**src/rtl/ptw_pkg.sv**
```systemverilog
package ptw_pkg;
  typedef enum logic [1:0] {
    ST_IDLE  = 2'd0,
    ST_OUTER = 2'd1,
    ST_INNER = 2'd2,
    ST_DONE  = 2'd3
  } walk_st_e;

  typedef enum logic {
    LVL_OUTER = 1'b0,
    LVL_INNER = 1'b1
  } walk_lvl_e;
endpackage

```
**src/rtl/ptw_addr_gen.sv**
```systemverilog
module ptw_addr_gen #(
  parameter int VA_W      = 32,
  parameter int PA_W      = 32,
  parameter int OFF_W     = 12,
  parameter int OUTER_W   = 10,
  parameter int INNER_W   = 10,
  parameter int ENTRY_SH  = 2
) (
  input  logic [PA_W-1:0]       tbl_base_i,
  input  logic [VA_W-1:0]       vaddr_i,
  input  logic [PA_W-OFF_W-1:0] inner_frame_i,
  output logic [PA_W-1:0]       outer_addr_o,
  output logic [PA_W-1:0]       inner_addr_o,
  output logic [OFF_W-1:0]      offset_o,
  output logic [VA_W-OFF_W-1:0] vpn_o
);
  logic [OUTER_W-1:0] outer_idx;
  logic [INNER_W-1:0] inner_idx;

  assign outer_idx = vaddr_i[VA_W-1 -: OUTER_W];
  assign inner_idx = vaddr_i[OFF_W +: INNER_W];
  assign offset_o  = vaddr_i[OFF_W-1:0];
  assign vpn_o     = vaddr_i[VA_W-1:OFF_W];

  assign outer_addr_o = tbl_base_i + (PA_W'(outer_idx) << ENTRY_SH);
  assign inner_addr_o = {inner_frame_i, OFF_W'(0)} + (PA_W'(inner_idx) << ENTRY_SH);
endmodule

```
**src/rtl/ptw_ctrl.sv**
```systemverilog
module ptw_ctrl
  import ptw_pkg::*;
(
  input  logic clk_i,
  input  logic rst_ni,
  input  logic req_valid_i,
  input  logic entry_ok_i,
  output logic req_ready_o,
  output logic accept_o,
  output logic mem_re_o,
  output logic sel_inner_o,
  output logic next_load_o,
  output logic rsp_load_o,
  output logic rsp_fault_o,
  output logic rsp_lvl_o,
  output logic rsp_valid_o
);
  walk_st_e state_q, state_d;
  logic     pend_q;
  logic     reading, evaluate;

  assign req_ready_o = (state_q == ST_IDLE);
  assign accept_o    = req_valid_i && req_ready_o;
  assign reading     = (state_q == ST_OUTER) || (state_q == ST_INNER);
  // first cycle of a read state issues, second consumes returned entry
  assign mem_re_o    = reading && !pend_q;
  assign evaluate    = reading && pend_q;
  assign sel_inner_o = (state_q == ST_INNER);
  assign next_load_o = evaluate && (state_q == ST_OUTER) && entry_ok_i;
  assign rsp_load_o  = evaluate && ((state_q == ST_INNER) || !entry_ok_i);
  assign rsp_fault_o = !entry_ok_i;
  assign rsp_lvl_o   = (state_q == ST_INNER) ? LVL_INNER : LVL_OUTER;
  assign rsp_valid_o = (state_q == ST_DONE);

  always_comb begin
    state_d = state_q;
    unique case (state_q)
      ST_IDLE:  if (accept_o) state_d = ST_OUTER;
      ST_OUTER: if (evaluate) state_d = entry_ok_i ? ST_INNER : ST_DONE;
      ST_INNER: if (evaluate) state_d = ST_DONE;
      ST_DONE:  state_d = ST_IDLE;
      default:  state_d = ST_IDLE;
    endcase
  end

  always_ff @(posedge clk_i or negedge rst_ni) begin
    if (!rst_ni) begin
      state_q <= ST_IDLE;
      pend_q  <= 1'b0;
    end else begin
      state_q <= state_d;
      pend_q  <= (state_d == state_q) && reading;
    end
  end
endmodule

```
**src/rtl/ptw_rsp_reg.sv**
```systemverilog
module ptw_rsp_reg #(
  parameter int PA_W  = 32,
  parameter int OFF_W = 12,
  parameter int VPN_W = 20
) (
  input  logic                  clk_i,
  input  logic                  rst_ni,
  input  logic                  load_i,
  input  logic                  fault_i,
  input  logic                  lvl_i,
  input  logic [PA_W-OFF_W-1:0] frame_i,
  input  logic [OFF_W-1:0]      offset_i,
  input  logic [VPN_W-1:0]      vpn_i,
  output logic                  fault_o,
  output logic                  lvl_o,
  output logic [PA_W-1:0]       paddr_o,
  output logic [VPN_W-1:0]      vpn_o
);
  always_ff @(posedge clk_i or negedge rst_ni) begin
    if (!rst_ni) begin
      fault_o <= 1'b0;
      lvl_o   <= 1'b0;
      paddr_o <= '0;
      vpn_o   <= '0;
    end else if (load_i) begin
      fault_o <= fault_i;
      lvl_o   <= lvl_i;
      paddr_o <= {frame_i, offset_i};
      vpn_o   <= vpn_i;
    end
  end
endmodule

```
**src/rtl/pt_walker.sv**
```systemverilog
module pt_walker #(
  parameter int VA_W      = 32,
  parameter int PA_W      = 32,
  parameter int OFF_W     = 12,
  parameter int OUTER_W   = 10,
  parameter int INNER_W   = 10,
  parameter int ENTRY_SH  = 2,
  parameter int VALID_BIT = 0
) (
  input  logic                  clk_i,
  input  logic                  rst_ni,
  input  logic                  base_we_i,
  input  logic [PA_W-1:0]       base_i,
  input  logic                  req_valid_i,
  output logic                  req_ready_o,
  input  logic [VA_W-1:0]       req_vaddr_i,
  output logic                  mem_re_o,
  output logic [PA_W-1:0]       mem_addr_o,
  input  logic [PA_W-1:0]       mem_rdata_i,
  output logic                  rsp_valid_o,
  output logic                  rsp_fault_o,
  output logic                  rsp_lvl_o,
  output logic [PA_W-1:0]       rsp_paddr_o,
  output logic [VA_W-OFF_W-1:0] rsp_vpn_o
);
  localparam int VPN_W = VA_W - OFF_W;
  localparam int FRM_W = PA_W - OFF_W;

  logic [PA_W-1:0]  base_q;
  logic [VA_W-1:0]  vaddr_q;
  logic [FRM_W-1:0] next_frame_q;
  logic [FRM_W-1:0] entry_frame;
  logic             entry_ok;
  logic             accept, sel_inner, next_load, rsp_load, fault_d, lvl_d;
  logic [PA_W-1:0]  outer_addr, inner_addr;
  logic [OFF_W-1:0] offset;
  logic [VPN_W-1:0] vpn;
  logic             unused_rdata;

  assign entry_frame  = mem_rdata_i[PA_W-1:OFF_W];
  assign entry_ok     = mem_rdata_i[VALID_BIT];
  assign unused_rdata = ^mem_rdata_i[OFF_W-1:0];

  always_ff @(posedge clk_i or negedge rst_ni) begin
    if (!rst_ni) begin
      base_q       <= '0;
      vaddr_q      <= '0;
      next_frame_q <= '0;
    end else begin
      if (base_we_i) base_q <= base_i;
      if (accept)    vaddr_q <= req_vaddr_i;
      if (next_load) next_frame_q <= entry_frame;
    end
  end

  ptw_addr_gen #(
    .VA_W(VA_W), .PA_W(PA_W), .OFF_W(OFF_W),
    .OUTER_W(OUTER_W), .INNER_W(INNER_W), .ENTRY_SH(ENTRY_SH)
  ) i_addr_gen (
    .tbl_base_i   (base_q),
    .vaddr_i      (vaddr_q),
    .inner_frame_i(next_frame_q),
    .outer_addr_o (outer_addr),
    .inner_addr_o (inner_addr),
    .offset_o     (offset),
    .vpn_o        (vpn)
  );

  ptw_ctrl i_ctrl (
    .clk_i       (clk_i),
    .rst_ni      (rst_ni),
    .req_valid_i (req_valid_i),
    .entry_ok_i  (entry_ok),
    .req_ready_o (req_ready_o),
    .accept_o    (accept),
    .mem_re_o    (mem_re_o),
    .sel_inner_o (sel_inner),
    .next_load_o (next_load),
    .rsp_load_o  (rsp_load),
    .rsp_fault_o (fault_d),
    .rsp_lvl_o   (lvl_d),
    .rsp_valid_o (rsp_valid_o)
  );

  assign mem_addr_o = sel_inner ? inner_addr : outer_addr;

  ptw_rsp_reg #(.PA_W(PA_W), .OFF_W(OFF_W), .VPN_W(VPN_W)) i_rsp (
    .clk_i   (clk_i),
    .rst_ni  (rst_ni),
    .load_i  (rsp_load),
    .fault_i (fault_d),
    .lvl_i   (lvl_d),
    .frame_i (entry_frame),
    .offset_i(offset),
    .vpn_i   (vpn),
    .fault_o (rsp_fault_o),
    .lvl_o   (rsp_lvl_o),
    .paddr_o (rsp_paddr_o),
    .vpn_o   (rsp_vpn_o)
  );
endmodule

```
**config.mk**
```make
export PLATFORM = sky130hd
export DESIGN_NAME = pt_walker
export DESIGN_NICKNAME = d
export VERILOG_FILES = /design/src/rtl/ptw_pkg.sv /design/src/rtl/ptw_addr_gen.sv /design/src/rtl/ptw_ctrl.sv /design/src/rtl/ptw_rsp_reg.sv /design/src/rtl/pt_walker.sv
export SDC_FILE = /design/constraint.sdc
export NUM_CORES = 1
export LEC_CHECK = 0
export ABC_CLOCK_PERIOD_IN_PS = 3000
export BUFFER_PORTS_ARGS = -buffer_cell sky130_fd_sc_hd__buf_2
export CAP_MARGIN = 15
export CORE_MARGIN = 5
export CORE_UTILIZATION = 53
export CTS_BUF_LIST = sky130_fd_sc_hd__clkbuf_8 sky130_fd_sc_hd__clkbuf_16
export CTS_CLUSTER_SIZE = 40
export DETAILED_ROUTE_END_ITERATION = 8
export PLACE_DENSITY = 0.81
export RECOVER_POWER = 25
export SYNTH_ARGS = -nofsm -noshare
export SYNTH_HDL_FRONTEND = slang
export SYNTH_SLANG_ARGS = --single-unit
```
**constraint.sdc**
```tcl
create_clock -name clk_i -period 3 [get_ports clk_i]
set_input_delay 0.15 -clock clk_i [delete_from_list [all_inputs] [get_ports clk_i]]
set_output_delay 0.15 -clock clk_i [all_outputs]
set_load 0.005 [all_outputs]
```
# Yosys cells after proc, flatten, opt, wreduce, memory -nomap -nowiden
# Cells that the tools add are included.
[word_totals]
regBits = 141
input_bits = 100
output_inout_bits = 89
word_cells = 34
[op_classes]
n_addsub = 2
n_eq_ne = 4
n_mux = 7
n_reduce_logical = 12
[ops]
columns = ["op", "n"]
rows = [
  ["adder 32 x 12 -> 32 bit", 2],
  ["two-way mux 32 bit", 1],
  ["one-hot mux 2 bit (4 select lines)", 1],
  ["logical AND 1 bit", 7],
  ["two-way mux 2 bit", 3],
  ["== test 2 bit (second input constant)", 2],
  ["== test 2 x 1 -> 1 bit (second input constant)", 1],
  ["== test 2 bit", 1],
  ["logical NOT 1 bit", 2],
  ["logical NOT 2 bit", 1],
  ["logical OR 1 bit", 2],
  ["two-way mux 1 bit", 2],
]

# Longest topological paths before layout
[logic_depth]
word_depth = 7
depth_mapped = 9
depth_no_buf = 7

# By module
# From an unflattened synthesis, not the netlist that was laid out.
[unflattened]
cells_unflattened = 548
area_unflattened_um2 = 7903.8
[modules_own_cells]
columns = ["module", "n_inst", "cells_each", "area_each_um2", "seq_area_each_um2"]
rows = [
  ["pt_walker", 1, 214, 3970.1, 2102.0],
  ["ptw_rsp_reg", 1, 114, 2258.4, 1351.3],
  ["ptw_addr_gen", 1, 186, 1363.8, 0.0],
  ["ptw_ctrl", 1, 34, 311.5, 75.1],
]

# Least setup slack after synthesis
# OpenSTA, ideal clock, no wires.
[synth_timing]
kind = "register -> output"
from = "register base_q[2]"
to = "output port mem_addr_o[12]"
t_arrival_ns = 2.144
required_ns = 2.850
path_slack_ns = 0.706
path_stages_with_launch = 8
n_path_buf = 0
path_cell_list = "dfrtp_1 > ha_1 > fa_1 > a21o_1 > a21oi_1 > o21ai_0 > or4_1 > nand3_1"
[synth_between]
elab_chain_len = 2
[synth_rtl]
columns = ["item", "line", "source"]
rows = [
  ["start, declared", "pt_walker.sv:29", "logic [PA_W-1:0] base_q;"],
  ["start signal, assigned", "pt_walker.sv:50", "if (base_we_i) base_q <= base_i;"],
  ["adder 32 x 12 -> 32 bit", "ptw_addr_gen.sv:25", "assign outer_addr_o = tbl_base_i + (PA_W'(outer_idx) << ENTRY_SH);"],
  ["two-way mux 32 bit", "pt_walker.sv:85", "assign mem_addr_o = sel_inner ? inner_addr : outer_addr;"],
  ["end, declared", "pt_walker.sv:18", "output logic [PA_W-1:0] mem_addr_o,"],
]
# No other way between the ends.

# Worst setup path in the final report
[layout_timing]
from = "register vaddr_q[29]"
to = "output port mem_addr_o[19]"
[layout_between]
elab_chain_len = 2
[layout_rtl]
columns = ["item", "line", "source"]
rows = [
  ["start, declared", "pt_walker.sv:30", "logic [VA_W-1:0] vaddr_q;"],
  ["start signal, assigned", "pt_walker.sv:51", "if (accept) vaddr_q <= req_vaddr_i;"],
  ["adder 32 x 12 -> 32 bit", "ptw_addr_gen.sv:25", ""],
  ["two-way mux 32 bit", "pt_walker.sv:85", ""],
]
# No other way between the ends.

==> results.json <==
{
  "vdd_drop_max_v": 0.000658,
  "cts_buffer_depth": 2,
  "p_leak_nw": 4.20,
  "cts.clk_slew.worst_paths_ns": 0.06,
  "hold_class": "primary input to flip-flop",
  "grt_pass1_vias": 6008,
  "min_period_over_period_pct": 97.4,
  "violations": "max-capacitance violations, max-slew violations",
  "syn_to_final_growth_pct": 39.7,
  "ys_seq_elements": 141,
  "synth_commonest_cells": "dfrtp_1, mux2_2, nand2_1",
  "drive_above_1_share_pct": 45.3,
  "syn_area_um2": 6740,
  "drv_slew": 130,
  "drt_iter0_drc": 362,
  "synth.top_cells.by_area": "dfrtp_1, mux2_2, ha_1, o21ai_0, nand2_1",
  "detail-route-antenna-nets": 0,
  "finalHoldViolCount": 0,
  "placed_area_um2": 7800,
  "clock_sinks": 141,
  "cts_tree": "yes",
  "status": "finished with violations",
  "worstSkewPairLatency_ns": 0.42,
  "reg2reg_to": "i_rsp.vpn_o[2]$_DFFE_PN0P_",
  "dp_slack_ns": 0.278,
  "io_buffers": 177,
  "min_period_ns": 2.92,
  "cap_violations": 2,
  "synthCells": 544,
  "fp-row-count": 41,
  "setup_ws_ns": 0.0779,
  "fin_nets": 924,
  "io_pins": 189,
  "ys.flop_type": "dfrtp_1",
  "die_y_um": 123,
  "async_reset_ff_share_pct": 100,
  "worstSetupStartpoint": "vaddr_q[29]$_DFFE_PN0P_",
  "r2r_setup_slack_ns": 0.89,
  "grt_pass1_wl_um": 31000,
  "die_x_um": 123,
  "yosysMostFrequentCell": "dfrtp_1",
  "startpoint_type": "flip-flop",
  "fin_worst_skew_ns": 0.00510,
  "root_buffer": "clkbuf_16",
  "crit_fanout": 20,
  "holdWs_ns": 0.0309,
  "critical_path.endpoint": "mem_addr_o[19]",
  "h-tree-depth": 4,
  "ys_seq_area_share_pct": 52.4,
  "cp_num_buf_inv": 2,
  "syn_nets": 659,
  "reg2reg_depth": 6,
  "end_kind": "output pin",
  "grt_max_degree": 95,
  "core_area_um2": 12500,
  "worst_pin_slew_ns": 2.30,
  "grt_antenna_before_repair": 0,
  "p_per_area_nw_per_um2": 976,
  "arrival_ns": 2.77,
  "relSlewSlack_pct": -53.6,
  "required_ns": 2.85,
  "viasPerCell": 5.61,
  "grt_remaining_overflow": 0,
  "dieArea_um2": 15100,
  "gp_congestion": 0.900,
  "wl_per_cell_um": 19.5,
  "cp_top_family": "simple AND/OR/NAND/NOR gates",
  "totalWireLength_um": 19400,
  "yosysWarnings": 0,
  "r2r-start": "i_ctrl.state_q[0]$_DFF_PN0_",
  "synth_cell_types": 55,
  "finalSetupTns_ns": 0,
  "cts_buffers": 17,
  "synth.top_cell.area_share_pct": 52.4,
  "fmax_ghz": 0.342,
  "fin_area_um2": 9410,
  "path_class": "flip-flop to output pin",
  "drc_errors": 0,
  "dpl.hpwl_um": 12500,
  "syn_area_per_cell_um2": 12.4,
  "instances_no_fill": 994,
  "critPathMaxStageDelay_ns": 0.40,
  "setup-violations-final": 0,
  "drtPass1Iterations": 4,
  "crit_slowest_cell": "dfrtp_1",
  "antenna_cells": 0,
  "grt.total_usage_pct": 26.7,
  "start_util_pct": 53.8,
  "crit_path_cell_trace": "ha_1, nand3_2, nor3b_2, nor4_2, buf_4, or3_1, a31oi_2, buf_2",
  "placedCellCount": 876,
  "synth_edf_count": 0,
  "synth_top_cell_by_area": "dfrtp_1",
  "critical_path_depth": 8,
  "vias": 5575
}
## worst reg2reg max path: stages (launching register included)
cell,delay (ns)
dfrtp_1,0.42
inv_1,0.11
ha_1,0.38
nand2_1,0.17
a21oi_4,0.15
buf_4,0.36
mux2_2,0.41
## routing by layer
metal	global-route usage (%)	up-vias	part of all wire [%]
li1	-	2539	-
met1	31.3	2754	38
met2	46.9	229	52
met3	6.50	53	7.0
met4	10.8	0	3.3
met5	0	-	0
## repair_timing
action,in CTS,in global routing
buffers inserted,0,2
endpoints found under the setup margin,6,18
resized for setup,2,19
endpoints found under the hold margin,194,0
pin swaps,0,2
hold buffers,84,0
## cells in the final DEF (no fill, tap or decap), types with 9 or more instances in the layout
master	synthesis	routed
buf_4	1	12
clkbuf_1	13	9
clkbuf_16	0	17
nand2_1	30	28
dfrtp_1	141	141
buf_2	5	167
a21oi_1	15	13
mux2_2	137	136
nor2_1	15	15
dlygate4sd3_1	0	84
nor2b_1	9	9
o21ai_0	29	28
nand3_1	20	20
## cells by family after synthesis
group | after synthesis | synth area share (%)
flops | 141 | 52.4
mux | 137 | 22.9
simple gates | 120 | 9.85
compound gates | 91 | 8.75
buf+inv | 32 | 2.17
fa+ha+maj | 15 | 2.90
xor+xnor | 8 | 1.04
## flip-flops by register name (all words and copies together) (netlist names)
name	flops
i_rsp.fault_o	1
vaddr_q	32
i_rsp.vpn_o	20
i_rsp.paddr_o	32
i_ctrl.state_q	2
i_rsp.lvl_o	1
i_ctrl.pend_q	1
next_frame_q	20
base_q	32
## per-stage QoR
stage                     utilization [%]  total power [mW]
final                                75.2              9.18
after global routing                 75.2              9.73
after CTS                            74.4              8.99
after detailed placement             62.3              6.48
after global placement               62.3              6.31
after floorplan                         -              5.14
## worst min path at each step
stage,start,end,slack [ns],cells past startpoint
6_report,mem_rdata_i[0],i_rsp.fault_o$_DFFE_PN0P_,0.03,2
5_1_grt,base_i[2],base_q[2]$_DFFE_PN0P_,0.03,2
4_1_cts,mem_rdata_i[0],i_rsp.fault_o$_DFFE_PN0P_,0.01,2
3_5_place_dp,rst_ni,base_q[1]$_DFFE_PN0P_,0.30,1
3_3_place_gp,rst_ni,base_q[0]$_DFFE_PN0P_,0.27,1
2_1_floorplan,rst_ni,base_q[0]$_DFFE_PN0P_,-0.15,0
## area by class of cell
class                      count  area [µm²]
fill                         829        3110
clock inverter                15         243
tap                          172         215
timing repair buffer         273        1810
clock buffer                  17         425
inverter                       5        18.8
sequential                   141        3530
multi-input combinational    371        3170
## power by group
group          leakage (nW)  switching [mW]  internal [mW]
combinational          2.19            1.74           1.84
clock                 0.327           0.817           1.56
sequential             1.68           0.532           2.70
total                  4.20            3.09           6.09
Note: power is estimated with default switching activity, not from simulation.
